File: src/rtl/spi_pm_pkg.sv
package spi_pm_pkg;

  localparam int NUM_PH = 5;

  // order of values is the half-duplex phase order
  typedef enum logic [2:0] {
    PH_CMD   = 3'd0,
    PH_ADDR  = 3'd1,
    PH_WR    = 3'd2,
    PH_DUMMY = 3'd3,
    PH_RD    = 3'd4,
    PH_END   = 3'd5
  } phase_e;

  typedef enum logic [1:0] {
    ST_IDLE,
    ST_LO,
    ST_HI
  } seq_st_e;

  function automatic phase_e first_phase(logic [NUM_PH-1:0] nz);
    phase_e r;
    r = PH_END;
    for (int p = NUM_PH - 1; p >= 0; p--) begin
      if (nz[p]) r = phase_e'(3'(p));
    end
    return r;
  endfunction

  function automatic phase_e next_phase(phase_e cur, logic [NUM_PH-1:0] nz);
    phase_e r;
    r = PH_END;
    for (int p = NUM_PH - 1; p >= 0; p--) begin
      if (nz[p] && (p > int'(cur))) r = phase_e'(3'(p));
    end
    return r;
  endfunction

endpackage

File: src/rtl/spi_pm_tick.sv
module spi_pm_tick #(
  parameter int HALF_CYC = 2
) (
  input  logic clk_i,
  input  logic rst_ni,
  input  logic run_i,
  input  logic clr_i,
  output logic tick_o
);

  localparam int CW = (HALF_CYC > 1) ? $clog2(HALF_CYC) : 1;
  localparam logic [CW-1:0] LAST = CW'(HALF_CYC - 1);

  logic [CW-1:0] cnt_q;

  assign tick_o = run_i && (cnt_q == LAST);

  always_ff @(posedge clk_i or negedge rst_ni) begin
    if (!rst_ni) begin
      cnt_q <= '0;
    end else if (clr_i || tick_o || !run_i) begin
      cnt_q <= '0;
    end else begin
      cnt_q <= cnt_q + 1'b1;
    end
  end

  // the divider only runs inside a transaction
  p_cnt_idle_r8: assert property (@(posedge clk_i) disable iff (!rst_ni)
    !run_i |=> (cnt_q == '0));

endmodule

File: src/rtl/spi_pm_seq.sv
module spi_pm_seq
  import spi_pm_pkg::*;
#(
  parameter int LW = 8
) (
  input  logic                         clk_i,
  input  logic                         rst_ni,
  input  logic                         start_i,
  input  logic [NUM_PH-1:0][LW-1:0]    len_i,
  input  logic                         tick_i,
  output phase_e                       phase_o,
  output logic [LW-1:0]                idx_o,
  output logic                         load_o,
  output logic                         rise_o,
  output logic                         sclk_o,
  output logic                         cs_no,
  output logic                         busy_o,
  output logic                         done_o
);

  seq_st_e                    st_q;
  phase_e                     ph_q;
  logic [LW-1:0]              idx_q;
  logic [NUM_PH-1:0][LW-1:0]  len_q;
  logic                       sclk_q, cs_n_q, done_q;

  logic [NUM_PH-1:0] nz_d, nz_q;
  phase_e            first_ph, nxt_ph;
  logic [LW-1:0]     first_len, nxt_len;
  logic              fall, finish;

  always_comb begin
    for (int p = 0; p < NUM_PH; p++) begin
      nz_d[p] = |len_i[p];
      nz_q[p] = |len_q[p];
    end
  end

  assign first_ph  = first_phase(nz_d);
  assign nxt_ph    = next_phase(ph_q, nz_q);
  assign first_len = (first_ph == PH_END) ? '0 : len_i[first_ph];
  assign nxt_len   = (nxt_ph == PH_END) ? '0 : len_q[nxt_ph];

  assign load_o = (st_q == ST_IDLE) && start_i;
  assign rise_o = (st_q == ST_LO) && tick_i && (ph_q != PH_END);
  assign fall   = (st_q == ST_HI) && tick_i;
  assign finish = (st_q == ST_LO) && tick_i && (ph_q == PH_END);

  always_ff @(posedge clk_i or negedge rst_ni) begin
    if (!rst_ni) begin
      st_q   <= ST_IDLE;
      ph_q   <= PH_END;
      idx_q  <= '0;
      len_q  <= '0;
      sclk_q <= 1'b0;
      cs_n_q <= 1'b1;
      done_q <= 1'b0;
    end else begin
      done_q <= finish;
      if (load_o) begin
        len_q  <= len_i;
        ph_q   <= first_ph;
        idx_q  <= (first_ph == PH_END) ? '0 : first_len - 1'b1;
        st_q   <= ST_LO;
        cs_n_q <= 1'b0;
      end else if (rise_o) begin
        st_q   <= ST_HI;
        sclk_q <= 1'b1;
      end else if (fall) begin
        st_q   <= ST_LO;
        sclk_q <= 1'b0;
        if (idx_q == '0) begin
          ph_q  <= nxt_ph;
          idx_q <= (nxt_ph == PH_END) ? '0 : nxt_len - 1'b1;
        end else begin
          idx_q <= idx_q - 1'b1;
        end
      end else if (finish) begin
        st_q   <= ST_IDLE;
        cs_n_q <= 1'b1;
      end
    end
  end

  assign phase_o = ph_q;
  assign idx_o   = idx_q;
  assign sclk_o  = sclk_q;
  assign cs_no   = cs_n_q;
  assign busy_o  = (st_q != ST_IDLE);
  assign done_o  = done_q;

  p_idx_in_range_r2: assert property (@(posedge clk_i) disable iff (!rst_ni)
    (busy_o && (ph_q != PH_END)) |-> (idx_q < len_q[ph_q]));

  p_start_ignored_r9: assert property (@(posedge clk_i) disable iff (!rst_ni)
    (busy_o && start_i) |=> $stable(len_q));

  p_sclk_in_frame_r7: assert property (@(posedge clk_i) disable iff (!rst_ni)
    sclk_o |-> !cs_no);

  p_done_pulse_r8: assert property (@(posedge clk_i) disable iff (!rst_ni)
    done_o |=> !done_o);

  p_cs_release_done_r8: assert property (@(posedge clk_i) disable iff (!rst_ni)
    $rose(cs_no) |-> done_o);

  p_cs_busy_r8: assert property (@(posedge clk_i) disable iff (!rst_ni)
    busy_o == !cs_no);

endmodule

File: src/rtl/spi_pm_datapath.sv
module spi_pm_datapath
  import spi_pm_pkg::*;
#(
  parameter int CMD_MAX  = 16,
  parameter int ADDR_MAX = 64,
  parameter int DATA_MAX = 32,
  parameter int LW       = 8
) (
  input  logic                clk_i,
  input  logic                rst_ni,
  input  logic                load_i,
  input  logic                rise_i,
  input  phase_e              phase_i,
  input  logic [LW-1:0]       idx_i,
  input  logic                fd_i,
  input  logic [LW-1:0]       rx_lim_i,
  input  logic [CMD_MAX-1:0]  cmd_i,
  input  logic [ADDR_MAX-1:0] addr_i,
  input  logic [DATA_MAX-1:0] tx_i,
  input  logic                miso_i,
  output logic                mosi_o,
  output logic [DATA_MAX-1:0] rx_data_o
);

  localparam int CMD_IW  = $clog2(CMD_MAX);
  localparam int ADDR_IW = $clog2(ADDR_MAX);
  localparam int DATA_IW = $clog2(DATA_MAX);

  logic [CMD_MAX-1:0]  cmd_q;
  logic [ADDR_MAX-1:0] addr_q;
  logic [DATA_MAX-1:0] tx_q;
  logic [DATA_MAX-1:0] rx_q;
  logic                fd_q;
  logic [LW-1:0]       rx_lim_q;
  logic [LW-1:0]       rx_cnt_q;
  logic                capture;

  // phase and index only move while sclk is low, so mosi follows suit
  always_comb begin
    unique case (phase_i)
      PH_CMD:  mosi_o = cmd_q[idx_i[CMD_IW-1:0]];
      PH_ADDR: mosi_o = addr_q[idx_i[ADDR_IW-1:0]];
      PH_WR:   mosi_o = tx_q[idx_i[DATA_IW-1:0]];
      default: mosi_o = 1'b0;
    endcase
  end

  assign capture = rise_i && (fd_q ? ((phase_i == PH_WR) && (rx_cnt_q < rx_lim_q))
                                   : (phase_i == PH_RD));

  always_ff @(posedge clk_i or negedge rst_ni) begin
    if (!rst_ni) begin
      cmd_q    <= '0;
      addr_q   <= '0;
      tx_q     <= '0;
      rx_q     <= '0;
      fd_q     <= 1'b0;
      rx_lim_q <= '0;
      rx_cnt_q <= '0;
    end else if (load_i) begin
      cmd_q    <= cmd_i;
      addr_q   <= addr_i;
      tx_q     <= tx_i;
      fd_q     <= fd_i;
      rx_lim_q <= rx_lim_i;
      rx_q     <= '0;
      rx_cnt_q <= '0;
    end else if (capture) begin
      rx_q     <= {rx_q[DATA_MAX-2:0], miso_i};
      rx_cnt_q <= rx_cnt_q + 1'b1;
    end
  end

  assign rx_data_o = rx_q;

  p_rx_cnt_bound_r6: assert property (@(posedge clk_i) disable iff (!rst_ni)
    rx_cnt_q <= rx_lim_q);

  p_hd_no_stray_capture_r5: assert property (@(posedge clk_i) disable iff (!rst_ni)
    (rise_i && !fd_q && (phase_i != PH_RD) && !load_i) |=> $stable(rx_q));

endmodule

File: src/rtl/spi_phase_master.sv
module spi_phase_master
  import spi_pm_pkg::*;
#(
  parameter int HALF_CYC  = 2,
  parameter int CMD_MAX   = 16,
  parameter int ADDR_MAX  = 64,
  parameter int DATA_MAX  = 32,
  parameter int DUMMY_MAX = 255,
  localparam int CMD_LW   = $clog2(CMD_MAX + 1),
  localparam int ADDR_LW  = $clog2(ADDR_MAX + 1),
  localparam int DATA_LW  = $clog2(DATA_MAX + 1),
  localparam int DUMMY_LW = $clog2(DUMMY_MAX + 1)
) (
  input  logic                clk_i,
  input  logic                rst_ni,
  input  logic                start_i,
  input  logic                full_duplex_i,
  input  logic [CMD_LW-1:0]   cmd_len_i,
  input  logic [ADDR_LW-1:0]  addr_len_i,
  input  logic [DATA_LW-1:0]  tx_len_i,
  input  logic [DATA_LW-1:0]  rx_len_i,
  input  logic [DUMMY_LW-1:0] dummy_len_i,
  input  logic [CMD_MAX-1:0]  cmd_i,
  input  logic [ADDR_MAX-1:0] addr_i,
  input  logic [DATA_MAX-1:0] tx_data_i,
  input  logic                miso_i,
  output logic                sclk_o,
  output logic                mosi_o,
  output logic                cs_no,
  output logic                busy_o,
  output logic                done_o,
  output logic [DATA_MAX-1:0] rx_data_o
);

  localparam int M1      = (CMD_MAX > ADDR_MAX) ? CMD_MAX : ADDR_MAX;
  localparam int M2      = (DATA_MAX > DUMMY_MAX) ? DATA_MAX : DUMMY_MAX;
  localparam int LEN_MAX = (M1 > M2) ? M1 : M2;
  localparam int LW      = $clog2(LEN_MAX + 1);

  function automatic logic [LW-1:0] clip(int v, int mx);
    return LW'((v > mx) ? mx : v);
  endfunction

  logic [NUM_PH-1:0][LW-1:0] len_sel;
  logic [LW-1:0]             rx_lim;
  phase_e                    phase;
  logic [LW-1:0]             idx;
  logic                      load, rise, tick;

  // full duplex folds the read into the write phase and drops the dummy
  always_comb begin
    len_sel           = '0;
    len_sel[PH_CMD]   = clip(int'(cmd_len_i), CMD_MAX);
    len_sel[PH_ADDR]  = clip(int'(addr_len_i), ADDR_MAX);
    len_sel[PH_WR]    = clip(int'(tx_len_i), DATA_MAX);
    len_sel[PH_DUMMY] = full_duplex_i ? '0 : clip(int'(dummy_len_i), DUMMY_MAX);
    len_sel[PH_RD]    = full_duplex_i ? '0 : clip(int'(rx_len_i), DATA_MAX);
  end

  assign rx_lim = clip(int'(rx_len_i), DATA_MAX);

  spi_pm_tick #(.HALF_CYC(HALF_CYC)) u_tick (
    .clk_i  (clk_i),
    .rst_ni (rst_ni),
    .run_i  (busy_o),
    .clr_i  (load),
    .tick_o (tick)
  );

  spi_pm_seq #(.LW(LW)) u_seq (
    .clk_i   (clk_i),
    .rst_ni  (rst_ni),
    .start_i (start_i),
    .len_i   (len_sel),
    .tick_i  (tick),
    .phase_o (phase),
    .idx_o   (idx),
    .load_o  (load),
    .rise_o  (rise),
    .sclk_o  (sclk_o),
    .cs_no   (cs_no),
    .busy_o  (busy_o),
    .done_o  (done_o)
  );

  spi_pm_datapath #(
    .CMD_MAX  (CMD_MAX),
    .ADDR_MAX (ADDR_MAX),
    .DATA_MAX (DATA_MAX),
    .LW       (LW)
  ) u_dp (
    .clk_i     (clk_i),
    .rst_ni    (rst_ni),
    .load_i    (load),
    .rise_i    (rise),
    .phase_i   (phase),
    .idx_i     (idx),
    .fd_i      (full_duplex_i),
    .rx_lim_i  (rx_lim),
    .cmd_i     (cmd_i),
    .addr_i    (addr_i),
    .tx_i      (tx_data_i),
    .miso_i    (miso_i),
    .mosi_o    (mosi_o),
    .rx_data_o (rx_data_o)
  );

  p_idle_pins_r1: assert property (@(posedge clk_i) disable iff (!rst_ni)
    !busy_o |-> (cs_no && !sclk_o && !mosi_o));

  p_mosi_stable_at_rise_r7: assert property (@(posedge clk_i) disable iff (!rst_ni)
    $rose(sclk_o) |-> $stable(mosi_o));

  p_mosi_stable_high_r7: assert property (@(posedge clk_i) disable iff (!rst_ni)
    (sclk_o && $past(sclk_o)) |-> $stable(mosi_o));

endmodule

File: config.mk
export PLATFORM = sky130hd
export DESIGN_NAME = spi_phase_master
export DESIGN_NICKNAME = d
export VERILOG_FILES = /design/src/rtl/spi_pm_pkg.sv /design/src/rtl/spi_pm_tick.sv /design/src/rtl/spi_pm_seq.sv /design/src/rtl/spi_pm_datapath.sv /design/src/rtl/spi_phase_master.sv
export SDC_FILE = /design/constraint.sdc
export NUM_CORES = 1
export LEC_CHECK = 0
export ABC_AREA = 1
export BUFFER_PORTS_ARGS = -buffer_cell sky130_fd_sc_hd__buf_2
export CORE_UTILIZATION = 46
export CTS_CLUSTER_SIZE = 25
export DETAILED_ROUTE_END_ITERATION = 10
export GPL_ROUTABILITY_DRIVEN = 0
export PLACE_DENSITY_LB_ADDON = 0.2
export RECOVER_POWER = 25
export SYNTH_ARGS = -nofsm -noshare
export SYNTH_HDL_FRONTEND = slang
export SYNTH_SLANG_ARGS = --single-unit
File: constraint.sdc
create_clock -name clk_i -period 2.3 [get_ports clk_i]
set_input_delay 0.115 -clock clk_i [delete_from_list [all_inputs] [get_ports clk_i]]
set_output_delay 0.115 -clock clk_i [all_outputs]
set_load 0.01 [all_outputs]
==> parameters.txt <==
Parameter                              Value

Run status
  Run status    complete, but fails checks
  Violated checks    max-capacitance violations, max-slew violations, negative setup slack

Route
  Iteration count of the initial detailed-routing pass    5
  Number of remaining DRC errors    0
  Per-cell via count in the routed design    5.18
  Number of nets with antenna violations after routing    0
  Detail-routed net length per standard cell    15.6 um
  Total number of vias    11100
  Drt initial violations    819
  Final routed wirelength across all metal layers    33300 um

Die
  Number of top-level pins    186
  Height of the die    154 um
  Die area    23700 sq um
  Core ar.    22600 sq um
  Effective utilization at floorplan    46.9%
  Floorplan die width    154 um
  Row count    55

Finish
  Count of nets after finishing    1993
  P&R area growth vs syn    45.1%
  Summed area of non-filler cells in the final layout    15400 sq um
  Number of inserted diodes    0
  Fraction of layout cells with a size suffix above 1    24.9%
  Final non-filler cell total    2137

Logic synthesis
  Syn Std Cell Area    10600 sq um
  Count of state elements after synthesis    208
  Sequential cell area fraction in the yosys report    49.1%
  Number of flops mapped to enable cells by yosys    0
  Cell count after synthesis    1423
  Synthesized netlist net count    1582
  Proportion of synthesized flip-flops having asynchronous set or reset    100%
  Number of warnings issued by yosys    0
  Dominant register cell in the synthesized netlist    sky130_fd_sc_hd__dfrtp_1
  Post-synth cell types    44
  Mean instance size in the synthesized netlist    7.45 sq um

Place
  IO Port Bufs    185
  DPL Wire Length    20900 um
  Worst slack at placement    -0.115 ns
  Instance count after placement with tap cells included    1914
  Placed inst area    12400 sq um

Critical path
  Worst path arrival time    2.37 ns
  Maximum fanout encountered on the critical timing path    14
  Nature of the critical path endpoint    output pin
  Type of the worst setup path    reg -> out
  Worst Path Required    2.18 ns
  Kind of start point of the critical path    flop

Clock network
  Total number of H-tree levels    1
  Source-to-sink clock delay at the later pin of the worst-skew pair    0.52 ns
  Total clock buffers created by CTS    24
  CTS tree    done
  Worst-case clock buffer depth    3
  CTS Sinks    208
  Root buf cell    sky130_fd_sc_hd__clkbuf_16
  Clock transition time at the flip-flop clock pins of the worst setup and hold paths    0.06 ns

STA
  Highest achievable clock rate    403 MHz
  Worst rel slew slack    -24.1%
  Tcrit/Tclk final    108%
  Worst-Margin Slew    1.86 ns
  Period minus WS final    2.48 ns
  Setup repair after global routing missed its margin    yes
  Setup clock skew after layout    0.0148 ns
  Hold Violations, Final    0
  Max-slew violations    73
  Setup ws final    -0.182 ns
  Final Setup Violations    4

Hold path
  Hold/Removal Path Class    in -> reg

Global route
  Antenna violations before repair    0
  Wire length of the first global-routing pass    52100 um
  Via count of the first global-routing pass    10700
  Maximum number of pins on one net before global-route repair    74
  Total gr overflow    0
  Total routing resource utilization after global routing    27.1%

Power and ir drop
  Worst IR Drop VDD    0.000372 V
  Post-route total power    8.38 mW
  Pwr dens    544 nW/um^2
  Leakage    8.11 nW

Job
  Max-Cap Viols    1
==> cells in the mapped netlist (4+ instances only) <==
cell type / n / share of area (%)
sky130_fd_sc_hd__nor2_1: 122 / 4.3
sky130_fd_sc_hd__o21ai_1: 4 / 0.19
sky130_fd_sc_hd__dfrtp_1: 205 / 48
sky130_fd_sc_hd__a21oi_1: 25 / 1.2
sky130_fd_sc_hd__buf_1: 5 / 0.18
sky130_fd_sc_hd__xor2_1: 5 / 0.41
sky130_fd_sc_hd__nand2_2: 9 / 0.53
sky130_fd_sc_hd__nand4_1: 8 / 0.47
sky130_fd_sc_hd__o221ai_1: 10 / 0.83
sky130_fd_sc_hd__clkbuf_1: 57 / 2.0
sky130_fd_sc_hd__nand3_1: 72 / 3.4
sky130_fd_sc_hd__nor2_4: 4 / 0.42
sky130_fd_sc_hd__nor3_1: 6 / 0.28
sky130_fd_sc_hd__nand2_1: 544 / 19
sky130_fd_sc_hd__inv_2: 5 / 0.18
sky130_fd_sc_hd__inv_1: 116 / 4.1
sky130_fd_sc_hd__a31oi_1: 6 / 0.35
sky130_fd_sc_hd__nor2_2: 4 / 0.24
sky130_fd_sc_hd__o21ai_0: 110 / 5.2
sky130_fd_sc_hd__ha_1: 10 / 1.2
sky130_fd_sc_hd__o22ai_1: 53 / 3.1
sky130_fd_sc_hd__o211ai_1: 9 / 0.64
==> final timing paths <==
path	start	end	slack, ns	cells past startpoint
worst min-delay path	dummy_len_i[3]	u_seq.len_q[27]	0.03	4
max in group asynchronous	rst_ni	u_seq.phase_o[2]	0.26	3
worst max register to register	u_seq.len_q[35]	u_seq.idx_o[6]	-0.07	21
worst min register to register	u_tick.cnt_q	u_tick.cnt_q	0.43	1
worst max-delay path	u_seq.idx_o[0]	mosi_o	-0.18	10
min in group asynchronous	rst_ni	u_dp.addr_q[23]	0.65	2
==> per-layer routing <==
metal	vias to the layer above	global-route usage [%]	routed length (um)
met5	-	0	0
met4	0	7.71	840
met3	72	4.00	1990
met2	369	46.2	16300
met1	5218	35.9	14200
li1	5409	-	-
==> cells by family after synthesis <==
logic type | count (synthesis) | synth area share [%]
adder cells (fa/ha/maj) | 10 | 1.18
AND/OR/NAND/NOR | 779 | 29.7
flip-flops | 208 | 49.1
buffers and inverters | 190 | 6.94
AO/OA/AOI/OAI | 230 | 12.6
XOR/XNOR | 6 | 0.495
==> layout make-up <==
cell class                      instances  area, sq um
Tap cell                              285          357
Sequential cell                       208         5210
Multi-Input combinational cell       1026         5020
Fill cell                            1803         7250
Inverter                              122          465
Clock inverter                          7          135
Clock buffer                           37          731
Timing Repair Buffer                  452         3470
==> placed cells by master, fill, tap and decap left out, types with 53 or more instances in the layout <==
| master | synthesis | routed |
|---|---|---|
| sky130_fd_sc_hd__buf_4 | 1 | 98 |
| sky130_fd_sc_hd__o22ai_1 | 53 | 53 |
| sky130_fd_sc_hd__buf_2 | 3 | 184 |
| sky130_fd_sc_hd__dfrtp_1 | 205 | 204 |
| sky130_fd_sc_hd__dlygate4sd3_1 | 0 | 147 |
| sky130_fd_sc_hd__o21ai_0 | 110 | 101 |
| sky130_fd_sc_hd__nor2_1 | 122 | 113 |
| sky130_fd_sc_hd__inv_1 | 116 | 100 |
| sky130_fd_sc_hd__nand2_1 | 544 | 515 |
| sky130_fd_sc_hd__nand3_1 | 72 | 59 |
==> critical path, stage by stage (launching register included) <==
cell and delay, ns:
sky130_fd_sc_hd__dfrtp_2 0.45, sky130_fd_sc_hd__buf_4 0.17, sky130_fd_sc_hd__clkbuf_16 0.18, sky130_fd_sc_hd__nor2_1 0.12, sky130_fd_sc_hd__o22ai_1 0.10, sky130_fd_sc_hd__a21oi_1 0.15, sky130_fd_sc_hd__nand3_1 0.09, sky130_fd_sc_hd__a32o_2 0.27
sky130_fd_sc_hd__nand3_1 0.10, sky130_fd_sc_hd__nand3_1 0.07, sky130_fd_sc_hd__buf_2 0.15
==> stage by stage <==
| step | TNS, ns | utilization, % | hold slack [ns] |
|---|---|---|---|
| 2_1_floorplan | 0 | - | -0.181 |
| 3_3_place_gp | 0 | 54.9 | 0.182 |
| 3_5_place_dp | -0.284 | 54.9 | 0.186 |
| 4_1_cts | -0.180 | 65.9 | 0.0128 |
| 5_1_grt | -7.35 | 68.0 | 0.0422 |
| 6_report | -0.310 | 68.0 | 0.0311 |
==> report_power, final <==
group | total, mW | internal [mW] | leakage (nW) | switching [mW]
combinational | 0.578 | 0.311 | 5.04 | 0.267
clock | 4.14 | 2.62 | 0.427 | 1.51
sequential | 3.66 | 3.66 | 2.65 | 0
total | 8.38 | 6.60 | 8.11 | 1.78
==> registers in the layout, indices dropped and copies added (netlist names) <==
signal          cells
u_dp.rx_lim_q       6
u_seq.idx_o         8
u_dp.rx_data_o     32
u_dp.fd_q           1
u_dp.addr_q        64
u_dp.cmd_q         16
u_seq.st_q          2
u_seq.done_o        1
u_seq.sclk_o        1
u_dp.tx_q          32
u_tick.cnt_q        1
u_seq.cs_no         1
u_seq.len_q        32
u_seq.phase_o       3
u_dp.rx_cnt_q       8
==> timing repair <==
action                                 CTS  global route
resized for setup                       30            80
setup buffers                            8            20
pin swaps                               20            52
setup endpoints to repair                5            14
endpoints found under the hold margin  214             0
gates cloned                             0             4
hold buffers                           147             0
No activity file was read; power rests on OpenSTA's default activity.
